===== config.mk =====
export PLATFORM = sky130hd
export DESIGN_NAME = mac_unit
export DESIGN_NICKNAME = d
export VERILOG_FILES = /design/src/rtl/mac_pkg.sv /design/src/rtl/mac_mult.sv /design/src/rtl/mac_acc.sv /design/src/rtl/mac_dst.sv /design/src/rtl/mac_unit.sv
export SDC_FILE = /design/constraint.sdc
export NUM_CORES = 2
export LEC_CHECK = 0
export BUFFER_PORTS_ARGS = -buffer_cell sky130_fd_sc_hd__clkbuf_2
export CORE_ASPECT_RATIO = 1.1
export CORE_MARGIN = 2
export CORE_UTILIZATION = 25
export CTS_BUF_LIST = sky130_fd_sc_hd__clkbuf_4 sky130_fd_sc_hd__clkbuf_8
export DETAILED_ROUTE_END_ITERATION = 12
export PLACE_DENSITY_LB_ADDON = 0.1
export SYNTH_ARGS = -nofsm -noshare
export SYNTH_HDL_FRONTEND = slang
export SYNTH_SLANG_ARGS = --single-unit

===== constraint.sdc =====
create_clock -name clk -period 13 [get_ports clk]
set_input_delay 3.25 -clock clk [delete_from_list [all_inputs] [get_ports clk]]
set_output_delay 3.25 -clock clk [all_outputs]
set_load 0.05 [all_outputs]

===== src/rtl/mac_pkg.sv =====
package mac_pkg;

  typedef enum logic [2:0] {
    OP_MUL_S   = 3'd0,
    OP_MUL_U   = 3'd1,
    OP_MADD_S  = 3'd2,
    OP_MADD_U  = 3'd3,
    OP_MUL3_S  = 3'd4,
    OP_MUL3_U  = 3'd5
  } mac_op_e;

  typedef struct packed {
    logic active;
    logic is_signed;
    logic accumulate;
    logic to_dst;
  } mac_ctl_t;

  function automatic mac_ctl_t mac_decode(input logic valid, input logic [2:0] code);
    mac_ctl_t c;
    c = '0;
    case (code)
      OP_MUL_S:  c = '{active: 1'b1, is_signed: 1'b1, accumulate: 1'b0, to_dst: 1'b0};
      OP_MUL_U:  c = '{active: 1'b1, is_signed: 1'b0, accumulate: 1'b0, to_dst: 1'b0};
      OP_MADD_S: c = '{active: 1'b1, is_signed: 1'b1, accumulate: 1'b1, to_dst: 1'b0};
      OP_MADD_U: c = '{active: 1'b1, is_signed: 1'b0, accumulate: 1'b1, to_dst: 1'b0};
      OP_MUL3_S: c = '{active: 1'b1, is_signed: 1'b1, accumulate: 1'b0, to_dst: 1'b1};
      OP_MUL3_U: c = '{active: 1'b1, is_signed: 1'b0, accumulate: 1'b0, to_dst: 1'b1};
      default:   c = '0;
    endcase
    if (!valid) c = '0;
    return c;
  endfunction

endpackage


===== src/rtl/mac_mult.sv =====
module mac_mult #(
  parameter int DATA_W = 32,
  localparam int PROD_W = 2 * DATA_W
) (
  input  logic [DATA_W-1:0] a,
  input  logic [DATA_W-1:0] b,
  input  logic              is_signed,
  output logic [PROD_W-1:0] prod
);

  // Widen an operand to the product width, by sign or by zero.
  function automatic logic [PROD_W-1:0] widen(input logic [DATA_W-1:0] v, input logic sgn);
    return {{DATA_W{sgn & v[DATA_W-1]}}, v};
  endfunction

  // The low PROD_W bits of the widened product are the exact product.
  always_comb prod = widen(a, is_signed) * widen(b, is_signed);

endmodule


===== src/rtl/mac_acc.sv =====
module mac_acc #(
  parameter int DATA_W = 32,
  localparam int PROD_W = 2 * DATA_W
) (
  input  logic              clk,
  input  logic              rst_n,
  input  logic              active,
  input  logic              accumulate,
  input  logic [PROD_W-1:0] prod,
  input  logic              hi_wr_en,
  input  logic [DATA_W-1:0] hi_wr_data,
  input  logic              lo_wr_en,
  input  logic [DATA_W-1:0] lo_wr_data,
  output logic [DATA_W-1:0] hi_q,
  output logic [DATA_W-1:0] lo_q,
  output logic [DATA_W-1:0] arith_lo
);

  logic [PROD_W-1:0] arith_res;

  function automatic logic [PROD_W-1:0] acc_step(input logic [PROD_W-1:0] cur,
                                                 input logic [PROD_W-1:0] p,
                                                 input logic              add);
    return add ? (cur + p) : p;
  endfunction

  always_comb begin
    arith_res = acc_step({hi_q, lo_q}, prod, accumulate);
    arith_lo  = arith_res[DATA_W-1:0];
  end

  always_ff @(posedge clk) begin
    if (!rst_n) begin
      hi_q <= '0;
      lo_q <= '0;
    end else begin
      if (hi_wr_en)    hi_q <= hi_wr_data;
      else if (active) hi_q <= arith_res[PROD_W-1:DATA_W];
      if (lo_wr_en)    lo_q <= lo_wr_data;
      else if (active) lo_q <= arith_res[DATA_W-1:0];
    end
  end

endmodule


===== src/rtl/mac_dst.sv =====
module mac_dst #(
  parameter int DATA_W = 32
) (
  input  logic              clk,
  input  logic              rst_n,
  input  logic              to_dst,
  input  logic [DATA_W-1:0] arith_lo,
  output logic [DATA_W-1:0] dst_data,
  output logic              dst_we
);

  always_ff @(posedge clk) begin
    if (!rst_n) begin
      dst_data <= '0;
      dst_we   <= 1'b0;
    end else begin
      dst_we <= to_dst;
      if (to_dst) dst_data <= arith_lo;
    end
  end

endmodule


===== src/rtl/mac_unit.sv =====
module mac_unit #(
  parameter int DATA_W = 32,
  localparam int PROD_W = 2 * DATA_W
) (
  input  logic              clk,
  input  logic              rst_n,
  input  logic              op_valid,
  input  logic [2:0]        op_code,
  input  logic [DATA_W-1:0] opnd_a,
  input  logic [DATA_W-1:0] opnd_b,
  input  logic              hi_wr_en,
  input  logic [DATA_W-1:0] hi_wr_data,
  input  logic              lo_wr_en,
  input  logic [DATA_W-1:0] lo_wr_data,
  output logic [DATA_W-1:0] hi_q,
  output logic [DATA_W-1:0] lo_q,
  output logic [DATA_W-1:0] dst_data,
  output logic              dst_we
);
  import mac_pkg::*;

  mac_ctl_t          ctl;
  logic [PROD_W-1:0] mult_prod;
  logic [DATA_W-1:0] arith_lo;

  always_comb ctl = mac_decode(op_valid, op_code);

  mac_mult #(.DATA_W(DATA_W)) mult_i (
    .a         (opnd_a),
    .b         (opnd_b),
    .is_signed (ctl.is_signed),
    .prod      (mult_prod)
  );

  mac_acc #(.DATA_W(DATA_W)) acc_i (
    .clk        (clk),
    .rst_n      (rst_n),
    .active     (ctl.active),
    .accumulate (ctl.accumulate),
    .prod       (mult_prod),
    .hi_wr_en   (hi_wr_en),
    .hi_wr_data (hi_wr_data),
    .lo_wr_en   (lo_wr_en),
    .lo_wr_data (lo_wr_data),
    .hi_q       (hi_q),
    .lo_q       (lo_q),
    .arith_lo   (arith_lo)
  );

  mac_dst #(.DATA_W(DATA_W)) dst_i (
    .clk      (clk),
    .rst_n    (rst_n),
    .to_dst   (ctl.to_dst),
    .arith_lo (arith_lo),
    .dst_data (dst_data),
    .dst_we   (dst_we)
  );

endmodule


==> impl_metrics.py <==
metrics = {
    "worst_setup_path": {
        "critPathMostFrequentCell": "fa_1",
        "cp_max_fo": 4,
        "path_class": "in -> reg",
        "cp_slowest_cell": "fa_2",
        "endpoint_kind": "flop",
        "worst_setup_path_start_kind": "input pin",
        "critical_path_arrival_ps": 12970,
        "required_ps": 13370,
        "critical-path-max-stage-delay_ps": 640,
    },
    "clock_tree": {
        "clk_path_buf_depth": 2,
        "cts_tree": "built",
        "clk_latency_ps": 460,
        "clk_transition_reported_paths_ps": 130,
        "cts.sinks": 97,
        "htree_levels": 3,
        "ctsRootBufferMaster": "clkbuf_8",
        "postCtsHoldBufs": 0,
        "cts_made_buffers": 9,
    },
    "timing": {
        "finalHoldViolations": 0,
        "timing.hold.ws_ps": 464,
        "period_share_pct": 96.9,
        "max_freq_mhz": 79.4,
        "tightest_slew_ps": 1150,
        "drv_slew": 0,
        "slew_headroom_pct": 23.3,
        "fin_crit_ps": 12590,
        "setup_viol": 0,
        "worst_clock_skew_ps": 26.8,
    },
    "status": {
        "status": "finished, final reports clean",
    },
    "job": {
        "maxCapViolations": 0,
    },
    "grt": {
        "grt_pass1_wl_mm": 255,
        "grt_max_degree": 78,
        "grtUsageTotal_pct": 18.0,
        "grt_pass1_vias": 40267,
        "grt_overflow": 0,
        "antenna_found_initial": 8,
    },
    "drt": {
        "via_count": 36357,
        "drt-wirelength-per-cell_um": 20.1,
        "drtAntennaViolNets": 0,
        "first_pass_iters": 5,
        "drt_iter0_markers": 1685,
        "drt_wl_total_mm": 164,
        "drc": 0,
        "vias_per_cell": 4.46,
    },
    "logic_synthesis": {
        "synth_warnings": 0,
        "synth_cells": 5245,
        "synth_ff_type": "dfxtp_1",
        "synth-seq-cells": 97,
        "syn-num-nets": 6782,
        "synthArstFlopShare_pct": 0,
        "syn_area_per_cell_um2": 8.70,
        "mappedNetlistArea_um2": 45600,
        "synth_seq_area_share_pct": 4.26,
        "synth_edf_count": 0,
        "synth_cell_types": 77,
    },
    "die": {
        "die_area_um2": 186000,
        "io_pins": 233,
        "rows": 164,
        "start_util_pct": 25.1,
        "die_x_um": 411,
        "core_area_um2": 181000,
        "dieHeight_um": 452,
    },
    "finish": {
        "drive_above_1_share_pct": 15.8,
        "mostFrequentLayoutCell": "fa_1",
        "nNetsFinal": 7272,
        "fill_cells": 19853,
        "layout_common_cells": "fa_1, inv_1, nand2_1",
        "area_delta_synth_final_pct": 18.0,
    },
    "hold_path": {
        "min_path_type": "reg -> reg",
    },
    "place": {
        "io_buffers": 232,
        "hpwl_mm": 146,
        "gp_congestion": 0.835,
    },
}
==> layer usage <==
| layer | up-vias | track usage (%) | wire length, µm |
|---|---|---|---|
| li1 | 16729 | - | - |
| met1 | 19055 | 24.5 | 74200 |
| met2 | 495 | 32.3 | 84100 |
| met3 | 76 | 0.771 | 3280 |
| met4 | 2 | 2.50 | 2090 |
| met5 | - | 0 | 7 |
==> critical path, delay by kind of cell <==
family,cells,cell delay [ps]
compound gates,15,2680
xor+xnor,1,170
fa+ha+maj,10,4730
buf+inv,12,1290
simple gates,6,830
==> path summary, 6_finish.rpt <==
path                                                 startpoint                         endpoint  slack, ps  cells past startpoint
worst max-delay path                                 op_code[1]      acc_i.hi_q[29]$_SDFFE_PN0P_        410                     44
worst min-delay path            dst_i.dst_data[11]$_SDFFE_PN0P_  dst_i.dst_data[11]$_SDFFE_PN0P_        460                      2
worst max register to register       acc_i.lo_q[0]$_SDFFE_PN0P_      acc_i.hi_q[26]$_SDFFE_PN0P_       9000                     15
worst min register to register  dst_i.dst_data[11]$_SDFFE_PN0P_  dst_i.dst_data[11]$_SDFFE_PN0P_        460                      2
==> what timing repair did <==
action | CTS | global route
gates resized for setup | 3 | 82
setup endpoints to repair | 8 | 14
pin swaps | 1 | 29
buffers inserted | 2 | 5
==> cell usage after synthesis, drive strengths merged (7+ instances only) <==
| cell type | n | area, µm² |
|---|---|---|
| nor3 | 33 | 165 |
| and3 | 36 | 225 |
| buf | 15 | 66.3 |
| and2 | 304 | 1900 |
| nand4 | 30 | 188 |
| ha | 275 | 3440 |
| nor2 | 154 | 578 |
| o21bai | 18 | 135 |
| dfxtp | 97 | 1940 |
| a21oi | 219 | 1100 |
| a41oi | 7 | 80.1 |
| nand3 | 36 | 180 |
| nand2 | 938 | 3520 |
| xor2 | 44 | 385 |
| a21o | 87 | 653 |
| a311oi | 17 | 149 |
| a211oi | 36 | 270 |
| o21ai | 93 | 465 |
| xnor2 | 90 | 788 |
| a31oi | 18 | 131 |
| o21a | 16 | 120 |
| nor2b | 10 | 62.6 |
| o211ai | 30 | 225 |
| nand2b | 11 | 68.8 |
| clkbuf | 293 | 1100 |
| fa | 1126 | 22500 |
| or2 | 16 | 100 |
| or3 | 14 | 92.6 |
| o31ai | 15 | 164 |
| inv | 1090 | 4090 |
==> state kept, by name (all words and copies together), names as in the netlist <==
register and flops:
acc_i.hi_q 32, dst_i.dst_data 32, dst_i.dst_we 1, acc_i.lo_q 32
==> final cells by class <==
type,count,area (µm²),area share (%)
multi-input cells,3749,38800,72.1
flip-flops and latches,97,1940,3.61
clock buffers,9,124,0.230
inverters,1091,4100,7.61
clock inverters,7,67.6,0.126
repair buffers,787,5780,10.7
well taps,2407,3010,5.59
diodes,4,10.0,0.0186
==> cell families after synthesis <==
kind of cell | after synthesis | share of synthesized area (%)
simple gates | 1597 | 15.8
fa+ha+maj | 1401 | 57.0
buf+inv | 1399 | 11.5
compound gates | 612 | 8.78
xor+xnor | 134 | 2.57
flops | 97 | 4.26
mux | 5 | 0.110
==> through the flow <==
stage               cells  worst slack [ps]  area [µm²]  setup TNS (ps)  util [%]
CTS                  8142              31.8       53400               0      29.4
finish               8151               407       53800               0      29.7
global placement     8124              -679       53200           -6700      29.3
floorplan            5245               387       45600               0         -
detailed placement   8124              -707       53200           -6890      29.3
global route         8149             -11.2       53800           -11.5      29.7
Power is left out: the tool's default activity adds up to more than one toggle a clock period on the data nets, which glitch-free logic cannot reach.
